`config.mk`:
```
export PLATFORM = sky130hd
export DESIGN_NAME = gpe_hotplug_regs
export DESIGN_NICKNAME = d
export VERILOG_FILES = /design/src/rtl/gpe_hp_pkg.sv /design/src/rtl/gpe_event_regs.sv /design/src/rtl/gpe_slot_bitmaps.sv /design/src/rtl/gpe_eject_out.sv /design/src/rtl/gpe_hotplug_regs.sv
export SDC_FILE = /design/constraint.sdc
export NUM_CORES = 1
export LEC_CHECK = 0
export BUFFER_PORTS_ARGS = -buffer_cell sky130_fd_sc_hd__clkbuf_2
export CAP_MARGIN = 20
export CORE_MARGIN = 2
export CORE_UTILIZATION = 30
export CTS_CLUSTER_DIAMETER = 200
export CTS_CLUSTER_SIZE = 8
export DETAILED_ROUTE_END_ITERATION = 16
export SLEW_MARGIN = 20
export SYNTH_ARGS = -nofsm -noshare
export SYNTH_HDL_FRONTEND = slang
export SYNTH_SLANG_ARGS = --single-unit
```
`constraint.sdc`:
```
create_clock -name clk -period 1.3 [get_ports clk]
set_input_delay 0 -clock clk [delete_from_list [all_inputs] [get_ports clk]]
set_output_delay 0 -clock clk [all_outputs]
set_load 0.005 [all_outputs]
```
`src/rtl/gpe_hp_pkg.sv`:
```
package gpe_hp_pkg;
  typedef enum logic [1:0] {
    SEL_EVT  = 2'd0,
    SEL_HP   = 2'd1,
    SEL_EJ   = 2'd2,
    SEL_NONE = 2'd3
  } bus_sel_e;

  localparam int HP_STS_BIT = 1;
endpackage

```
`src/rtl/gpe_event_regs.sv`:
```
module gpe_event_regs #(
  parameter int EVT_W   = 16,
  parameter int SET_BIT = 1
) (
  input  logic             clk,
  input  logic             rst_n,
  input  logic             wr,
  input  logic [1:0]       addr,
  input  logic [7:0]       wdata,
  input  logic             evt_set,
  output logic [EVT_W-1:0] sts,
  output logic [EVT_W-1:0] en
);
  localparam int LANES = EVT_W / 8;

  logic [EVT_W-1:0] sts_nxt, en_nxt, set_vec;

  always_comb begin
    set_vec = '0;
    set_vec[SET_BIT] = evt_set;
    sts_nxt = sts;
    en_nxt  = en;
    for (int l = 0; l < LANES; l++) begin
      if (wr && (int'(addr[0]) == l)) begin
        if (addr[1]) en_nxt[l*8 +: 8] = wdata;
        else         sts_nxt[l*8 +: 8] = sts[l*8 +: 8] & ~wdata;
      end
    end
    sts_nxt = sts_nxt | set_vec;
  end

  always_ff @(posedge clk) begin
    if (!rst_n) begin
      sts <= '0;
      en  <= '0;
    end else begin
      sts <= sts_nxt;
      en  <= en_nxt;
    end
  end

  AST_EN_OTHER_LANE: assert property (@(posedge clk) disable iff (!rst_n)
    (wr && addr == 2'b10) |=> (en[15:8] == $past(en[15:8])));
  AST_STS_CLEARED: assert property (@(posedge clk) disable iff (!rst_n)
    (wr && addr == 2'b00 && !evt_set) |=> ((sts[7:0] & $past(wdata)) == 8'h00));
  AST_STS_SET_WINS: assert property (@(posedge clk) disable iff (!rst_n)
    evt_set |=> sts[SET_BIT]);
endmodule

```
`src/rtl/gpe_slot_bitmaps.sv`:
```
module gpe_slot_bitmaps #(
  parameter int SLOTS = 32,
  localparam int SLOT_W = $clog2(SLOTS)
) (
  input  logic              clk,
  input  logic              rst_n,
  input  logic              fire,
  input  logic [SLOT_W-1:0] slot,
  input  logic              insert,
  output logic [SLOTS-1:0]  up_map,
  output logic [SLOTS-1:0]  dn_map
);
  logic [SLOTS-1:0] one_hot;

  always_comb begin
    one_hot = '0;
    one_hot[slot] = 1'b1;
  end

  always_ff @(posedge clk) begin
    if (!rst_n) begin
      up_map <= '0;
      dn_map <= '0;
    end else if (fire) begin
      up_map <= insert ? one_hot : '0;
      dn_map <= insert ? '0 : one_hot;
    end
  end

  AST_SINGLE_SLOT: assert property (@(posedge clk) disable iff (!rst_n)
    fire |=> ($countones({up_map, dn_map}) == 1));
endmodule

```
`src/rtl/gpe_eject_out.sv`:
```
module gpe_eject_out #(
  parameter int SLOTS = 32,
  localparam int SLOT_W = $clog2(SLOTS)
) (
  input  logic              clk,
  input  logic              rst_n,
  input  logic              wr,
  input  logic [SLOTS-1:0]  wdata,
  input  logic              ready,
  output logic              valid,
  output logic [SLOT_W-1:0] slot
);
  logic [SLOT_W-1:0] low_idx;
  logic              can_load;

  always_comb begin
    low_idx = '0;
    for (int i = SLOTS - 1; i >= 0; i--) begin
      if (wdata[i]) low_idx = SLOT_W'(i);
    end
  end

  assign can_load = wr && (|wdata) && (!valid || ready);

  always_ff @(posedge clk) begin
    if (!rst_n) begin
      valid <= 1'b0;
      slot  <= '0;
    end else if (can_load) begin
      valid <= 1'b1;
      slot  <= low_idx;
    end else if (valid && ready) begin
      valid <= 1'b0;
    end
  end

  AST_EJ_HOLD: assert property (@(posedge clk) disable iff (!rst_n)
    (valid && !ready) |=> (valid && $stable(slot)));
  AST_EJ_ZERO: assert property (@(posedge clk) disable iff (!rst_n)
    (wr && wdata == '0 && !valid) |=> !valid);
endmodule

```
`src/rtl/gpe_hotplug_regs.sv`:
```
module gpe_hotplug_regs
  import gpe_hp_pkg::*;
#(
  parameter int SLOTS = 32,
  parameter int EVT_W = 16,
  localparam int SLOT_W = $clog2(SLOTS)
) (
  input  logic              clk,
  input  logic              rst_n,
  input  logic              bus_wr,
  input  logic              bus_rd,
  input  logic [1:0]        bus_sel,
  input  logic [2:0]        bus_addr,
  input  logic [SLOTS-1:0]  bus_wdata,
  output logic [SLOTS-1:0]  bus_rdata,
  output logic              bus_rvalid,
  input  logic              hp_valid,
  output logic              hp_ready,
  input  logic [SLOT_W-1:0] hp_slot,
  input  logic              hp_insert,
  output logic              irq,
  output logic              ej_valid,
  input  logic              ej_ready,
  output logic [SLOT_W-1:0] ej_slot
);
  bus_sel_e         sel;
  logic             hp_fire, evt_wr, ej_wr, pulse_q;
  logic [EVT_W-1:0] sts, en, evt_reg;
  logic [SLOTS-1:0] up_map, dn_map, rd_mux;

  assign sel      = bus_sel_e'(bus_sel);
  assign hp_ready = 1'b1;
  assign hp_fire  = hp_valid && hp_ready;
  assign evt_wr   = bus_wr && (sel == SEL_EVT);
  assign ej_wr    = bus_wr && (sel == SEL_EJ);

  gpe_event_regs #(.EVT_W(EVT_W), .SET_BIT(HP_STS_BIT)) u_evt (
    .clk(clk), .rst_n(rst_n), .wr(evt_wr), .addr(bus_addr[1:0]),
    .wdata(bus_wdata[7:0]), .evt_set(hp_fire), .sts(sts), .en(en)
  );

  gpe_slot_bitmaps #(.SLOTS(SLOTS)) u_maps (
    .clk(clk), .rst_n(rst_n), .fire(hp_fire), .slot(hp_slot),
    .insert(hp_insert), .up_map(up_map), .dn_map(dn_map)
  );

  gpe_eject_out #(.SLOTS(SLOTS)) u_ej (
    .clk(clk), .rst_n(rst_n), .wr(ej_wr), .wdata(bus_wdata),
    .ready(ej_ready), .valid(ej_valid), .slot(ej_slot)
  );

  always_comb begin
    evt_reg = bus_addr[1] ? en : sts;
    rd_mux  = '0;
    case (sel)
      SEL_EVT: rd_mux[7:0] = bus_addr[0] ? evt_reg[15:8] : evt_reg[7:0];
      SEL_HP:  rd_mux      = bus_addr[2] ? dn_map : up_map;
      default: rd_mux      = '0;
    endcase
  end

  always_ff @(posedge clk) begin
    if (!rst_n) begin
      bus_rvalid <= 1'b0;
      bus_rdata  <= '0;
      pulse_q    <= 1'b0;
    end else begin
      bus_rvalid <= bus_rd;
      bus_rdata  <= bus_rd ? rd_mux : '0;
      pulse_q    <= hp_fire;
    end
  end

  assign irq = pulse_q | (|(sts & en));

  AST_IRQ_AFTER_EVT: assert property (@(posedge clk) disable iff (!rst_n)
    hp_fire |=> irq);
  AST_LEVEL_IRQ: assert property (@(posedge clk) disable iff (!rst_n)
    (|(sts & en)) |-> irq);
endmodule

```
==> qor.yml, run 1 <==
outcome: "finished with violations"
violations: "negative setup slack"
diodes: 0
grt_overflow: 0
nNetsFinal: 826
start_util: 0.304
rsz0062_at_grt: "true"
postSynth.asyncResetShare: 0
drive_gt1_frac: 0.265
num_io_pins: 90
crit_fanout: 2
path_cells: "a22o_1, a221oi_2, nand4_1, a211o_1, clkbuf_2"
vias: 4880
cts_sinks: 136
regToRegSetupSlack_ns: 0.02
path_class: "reg2out"
r2r-start: "u_ej.valid$_SDFFE_PN0P_"
antenna_found_initial: 0
yosys_warnings: 0
worstPathArrival_ns: 1.69
critPathLaunch: "u_evt.sts[4]$_SDFFE_PN0P_"
hp-class: "in2reg"
synth_top_area_cell: "dfxtp_1"
cts_htree_levels: 4
rows: 51
cp.depth: 5
postPlaceCellArea_sq_um: 6990
crit_family: "compound AO/OA/AOI/OAI gates"
reg2reg_to: "u_ej.slot[3]$_SDFFE_PN0P_"
leakagePower_uw: 0.00307
startpoint_type: "register"
syn-num-nets: 691
hold_slack_ns: 0.0169
synth_cell_types: 51
final_antenna_net_count: 0
synth_area_per_cell_sq_um: 9.16
numCtsBuffers: 17
die_w_um: 144
synth-edff-count: 0
slowest_delay_ns: 0.32
synthFlopType: "dfxtp_1"
grt_use_total: 0.151
ys_seq_area_frac: 0.463
wl_per_cell_um: 14.2
cp-endpoint: "irq"
core_area_sq_um: 19300
first_iter_violations: 227
synth_area_sq_um: 5880
crit_path_end_kind: "output port"
worstSkewPairLatency_ns: 0.41
n_fill_cell: 1938
clock_path_buffers: 2
viasPerCell: 4.63
min_period_ns: 1.69
synth_top_area_frac: 0.463
power.total_uw: 9880
wl_um: 14900
drv_cap: 0
synth.top_cells.by_area: "dfxtp_1, mux2i_1, and2_1"
first_global_vias: 4811
ys_ff_latch: 136
hpwl_um: 10000
cts_root_buf: "clkbuf_16"
dr.pass1.iters: 4
netlist_instances: 642
fin_worst_skew_ns: 0.00781
syn_to_final_growth_pct: 31.7
ir_drop_mv: 0.943
final_area_sq_um: 7740
cts_tree: "built"
setup_tns_ns: -0.386
io_buffers: 88
reg2reg_depth: 5
setup_viol: 1
powerDensity_nw_per_um2: 1280
route.detailed.drc: 0
slowest_stage: "dfxtp_2"
critPathRequiredTime_ns: 1.30
grt_max_degree: 106
place_congestion: 0.811
hold_viol: 0
grt_pass1_wl_um: 24500
die_h_um: 144
fin_crit_sh: 1.30
max_freq_mhz: 593
path_buf_inv: 1
pre_cts_ws_ns: -0.0963
slew_violations: 0
die_area_sq_um: 20700
fin_ws_ns: -0.386
clkTransAtPathRegs_ns: 0.06
-- worst min-delay path by stage --
stage	slack [ns]	startpoint	depth (start not counted)	endpoint
finish	0.02	bus_wdata[6]	3	u_evt.sts[6]$_SDFFE_PN0P_
global route	0.02	bus_wdata[6]	3	u_evt.sts[14]$_SDFFE_PN0P_
CTS	0.002	bus_wdata[6]	3	u_evt.sts[14]$_SDFFE_PN0P_
detailed placement	0.24	bus_rd	2	bus_rvalid$_SDFF_PN0_
global placement	0.24	bus_rd	2	bus_rvalid$_SDFF_PN0_
floorplan	0.09	bus_wdata[2]	1	u_evt.sts[2]$_SDFFE_PN0P_
-- worst min-delay path: cells and delay by family --
kind / cells / cell delay [ns]
compound gates: 1 / 0.05
buf+inv: 2 / 0.33
-- synthesized netlist by cell type, types with 5 or more instances --
library cell  instances
and2_1               66
buf_1                 5
o22ai_1              64
clkbuf_1             27
mux4_2                8
nor2_1               47
nor2b_1              22
mux2i_1              47
dfxtp_1             136
inv_1                69
nand2_1              32
a21oi_1              21
a211oi_1              8
nand3_1               7
buf_2                 8
nor3_1                5
-- routing by layer --
| metal | wire length (um) | track usage |
|---|---|---|
| met1 | 7060 | 0.204 |
| met4 | 107 | 0.0449 |
| met5 | 0 | 0 |
| met2 | 7130 | 0.246 |
| met3 | 643 | 0.0281 |
-- cells in the final DEF (no fill, tap or decap), types with 4 or more instances in the layout --
| cell type | count |
|---|---|
| dfxtp_1 | 134 |
| buf_4 | 53 |
| clkbuf_16 | 17 |
| clkbuf_2 | 88 |
| a211oi_1 | 8 |
| or3_1 | 4 |
| mux2i_1 | 47 |
| nor2b_1 | 22 |
| inv_1 | 69 |
| nand2b_1 | 4 |
| nand2_1 | 32 |
| mux4_2 | 8 |
| nor2_1 | 47 |
| o21ai_0 | 4 |
| nor4_1 | 4 |
| nor3_1 | 5 |
| dlygate4sd3_1 | 10 |
| a21oi_1 | 21 |
| nand3_1 | 7 |
| buf_12 | 7 |
| o22ai_1 | 64 |
| and2_1 | 66 |
-- sequential cells by signal, summed over array words and instances, names as in the netlist --
signal and cells:
bus_rdata 32, u_maps.dn_map 32, u_maps.up_map 32, u_evt.en 16, u_evt.sts 16, u_ej.slot 5, bus_rvalid 1, pulse_q 1
u_ej.valid 1
-- cell type report --
| cell class | instances | area, sq um | share of cell area |
|---|---|---|---|
| Timing Repair Buffer | 158 | 1080 | 0.139 |
| Clock inverter | 14 | 171 | 0.0221 |
| Sequential cell | 136 | 2730 | 0.352 |
| Clock buffer | 18 | 439 | 0.0567 |
| Inverter | 69 | 259 | 0.0335 |
| Multi-Input combinational cell | 395 | 2740 | 0.354 |
| Tap cell | 265 | 332 | 0.0428 |
-- power by group --
group / switching (uW) / internal [uW] / total [uW] / leakage (uW)
sequential: 19.2 / 4200 / 4220 / 0.00110
clock: 1880 / 3080 / 4960 / 0.000293
combinational: 391 / 310 / 702 / 0.00167
-- per-stage QoR --
stage	std cells	utilization
6_report	1055	0.400
5_1_grt	1055	0.400
3_3_place_gp	1011	0.362
2_1_floorplan	642	-
4_1_cts	1054	0.400
3_5_place_dp	1011	0.362
-- kinds of logic after synthesis --
logic type             after synthesis  share of synthesized area
AND/OR/NAND/NOR                    215                      0.213
multiplexers                        55                      0.111
AO/OA/AOI/OAI                      124                      0.138
buffers and inverters              111                     0.0745
flip-flops                         136                      0.463
other                                1                   0.000638
-- repair_timing --
| action | 4_1_cts | 5_1_grt |
|---|---|---|
| endpoints found under the setup margin | 2 | 3 |
| setup buffers | 1 | 1 |
| endpoints found under the hold margin | 14 | 0 |
| resized for setup | 3 | 3 |
| hold buffers | 10 | 0 |
| pin swaps | 3 | 0 |
(Power assumes the default switching activity.)
==> run 2: changes to the inputs <==
--- a/config.mk
+++ b/config.mk
@@ -6,12 +6,15 @@
 export NUM_CORES = 1
 export LEC_CHECK = 0
 export BUFFER_PORTS_ARGS = -buffer_cell sky130_fd_sc_hd__clkbuf_2
-export CAP_MARGIN = 20
+export CELL_PAD_IN_SITES_DETAIL_PLACEMENT = 0
+export CELL_PAD_IN_SITES_GLOBAL_PLACEMENT = 2
 export CORE_MARGIN = 2
 export CORE_UTILIZATION = 30
 export CTS_CLUSTER_DIAMETER = 200
 export CTS_CLUSTER_SIZE = 8
 export DETAILED_ROUTE_END_ITERATION = 16
+export PLACE_DENSITY_LB_ADDON = 0.1
+export RECOVER_POWER = 50
 export SLEW_MARGIN = 20
 export SYNTH_ARGS = -nofsm -noshare
 export SYNTH_HDL_FRONTEND = slang
==> run 2 against run 1 <==
  * The flow still finishes with violations (negative setup slack)
  * Register-to-register slack about the same
  * Sequential share of layout area fell by 0.39 points
  * Clock skew down 0.0015 ns
  * Combinational power is 4.1% higher
  * Sequential power about the same
  * Flip-flop and latch count unchanged
  * Critical path depth stayed put
  * First-iteration DRC count rose by 1.8%
  * Via count up 1.5%
  * Critical endpoint unchanged
  * Clock power rose by 3%
  * Non-clock buffer count rose by 8
  * Wire length rose by 11%
==> qor.yml, run 2 (synthesis results as in run 1) <==
dr.pass1.iters: 4  # unchanged
fin_crit_sh: 1.29  # -0.00262
reg2reg_to: "u_ej.slot[3]$_SDFFE_PN0P_"
grt_pass1_wl_um: 26700  # +8.8%
worstSkewPairLatency_ns: 0.42  # about the same
rsz0062_at_grt: "true"
seq_area_sq_um: 2730  # unchanged
start_util: 0.304  # unchanged
wl_per_cell_um: 15.6  # +10%
violations: "negative setup slack"
postPlaceCellArea_sq_um: 7050  # +0.86%
cts_htree_levels: 4  # unchanged
utilization: 0.405  # +0.00446
powerDensity_nw_per_um2: 1290  # +0.80%
cts_sinks: 136  # unchanged
first_iter_violations: 231  # +1.8%
die_w_um: 144  # unchanged
ir_drop_mv: 0.825  # -13%
die_h_um: 144  # unchanged
hpwl_um: 11300  # +12%
antenna_found_initial: 0  # unchanged
drive_gt1_frac: 0.270  # +0.00520
max_slew_margin: 0.357
path_class: "reg2out"
slew_violations: 0  # unchanged
final_area_sq_um: 7830  # +1.1%
clock_path_buffers: 2  # unchanged
crit_fanout: 2  # unchanged
crit_path_end_kind: "output port"
vias: 4951  # +1.5%
final_common_cell: "dfxtp_1"
cts_setup_buffers: 0  # -1
outcome: "finished with violations"
io_buffers: 88  # unchanged
critPathRequiredTime_ns: 1.30  # about the same
cts_root_buf: "clkbuf_16"
nNetsFinal: 834  # +0.97%
cp-endpoint: "irq"
grt_max_degree: 106  # unchanged
leakagePower_uw: 0.00309  # +0.92%
cts_tree: "built"
critPathLaunch: "u_evt.sts[4]$_SDFFE_PN0P_"
multiInputGateArea_sq_um: 2750  # +0.59%
n_fill_cell: 1940  # +0.10%
reg.largest.list: "bus_rdata x32, u_maps.dn_map x32, u_maps.up_map x32"
fin_worst_skew_ns: 0.00629  # -0.00151 ns
hold_viol: 0  # unchanged
syn_to_final_growth_pct: 33.2
grt_use_total: 0.168  # +0.0174
r2r-start: "u_ej.valid$_SDFFE_PN0P_"
hp-class: "in2reg"
num_io_pins: 90  # unchanged
clkTransAtPathRegs_ns: 0.06  # about the same
die_area_sq_um: 20700  # unchanged
min_path_cells: 3  # unchanged
core_area_sq_um: 19300  # unchanged
diodes: 0  # unchanged
setup_viol: 1  # unchanged
reg2reg_depth: 5  # unchanged
max_freq_mhz: 594  # +0.20%
grt_overflow: 0  # unchanged
rows: 51  # unchanged
viasPerCell: 4.66  # +0.79%
numCtsBuffers: 17  # unchanged
place_congestion: 0.833  # +2.7%
layout_common_cells: "dfxtp_1, clkbuf_2, inv_1"
min_period_ns: 1.68  # -0.00341 ns
first_global_vias: 4988  # +3.7%
fin_ws_ns: -0.383  # +0.00341 ns
final_antenna_net_count: 0  # unchanged
wl_um: 16500  # +11%
drv_cap: 0  # unchanged
regToRegSetupSlack_ns: 0.02  # about the same
route.detailed.drc: 0  # unchanged
tightest_slew_ns: 0.964
worstPathArrival_ns: 1.68  # about the same
startpoint_type: "register"
run 2: changes by cell type in the layout (fill, tap and decap cells not counted), moves of 2 or more:
cell           change
clkinv_2           -2
inv_6              -3
buf_4              +6
and2_0             +9
clkbuf_1           +2
dlygate4sd3_1      +2
and2_1             -9
run 2: final cells by class:
type / count / share of cell area
inverters: 69 / 0.0331
multi-input cells: 395 / 0.352
flip-flops and latches: 136 / 0.348
clock inverters: 11 / 0.0221
repair buffers: 166 / 0.144
clock buffers: 20 / 0.0583
well taps: 265 / 0.0424
run 2: power by group:
part           internal, uW  switching [uW]
clock                  3300            1820
combinational           318             413
sequential             4200            18.2
total                  7820            2250
run 2: worst max-delay path, cell delays in order (launching register included):
cell and delay (ns):
dfxtp_1 0.31, a22o_1 0.24, a221oi_2 0.20, nand4_1 0.16, a211o_1 0.25, clkbuf_2 0.11
run 2: worst min-delay path by stage:
stage | from | endpoint | slack, ns
4_1_cts | bus_wdata[7] | u_evt.en[15]$_SDFFE_PN0P_ | 0.008
3_5_place_dp | ej_ready | u_ej.valid$_SDFFE_PN0P_ | 0.34
3_3_place_gp | ej_ready | u_ej.valid$_SDFFE_PN0P_ | 0.32
2_1_floorplan | bus_wdata[2] | u_evt.sts[2]$_SDFFE_PN0P_ | 0.09
5_1_grt | bus_wdata[4] | u_ej.slot[3]$_SDFFE_PN0P_ | 0.04
6_report | bus_wdata[7] | u_evt.en[15]$_SDFFE_PN0P_ | 0.009
run 2: routing by layer:
metal	wire length, um	GRT usage	vias to the layer above	part of all wire
met3	660	0.0391	17	0.040
met2	8050	0.284	98	0.49
li1	-	-	2483	-
met5	0	0	-	0
met1	7690	0.218	2353	0.46
met4	144	0.0418	0	0.0087
run 2: through the flow:
stage               hold WS [ns]  total power, uW  setup TNS, ns  worst slack [ns]  cells
finish                   0.00860            10100         -0.383            -0.383   1062
floorplan                 0.0870             4660              0            0.0252    642
CTS                      0.00817            10200         -0.402            -0.398   1062
detailed placement         0.344             5020         -0.701            -0.149   1019
global placement           0.322             5010         -0.496            -0.111   1019
global route              0.0403            10500         -0.524            -0.489   1062
run 2: what timing repair did:
action | in CTS | in global routing
resized for setup | 6 | 4
hold endpoints to repair | 18 | 0
endpoints found under the setup margin | 2 | 4
pin swaps | 3 | 3
hold buffers | 12 | 0
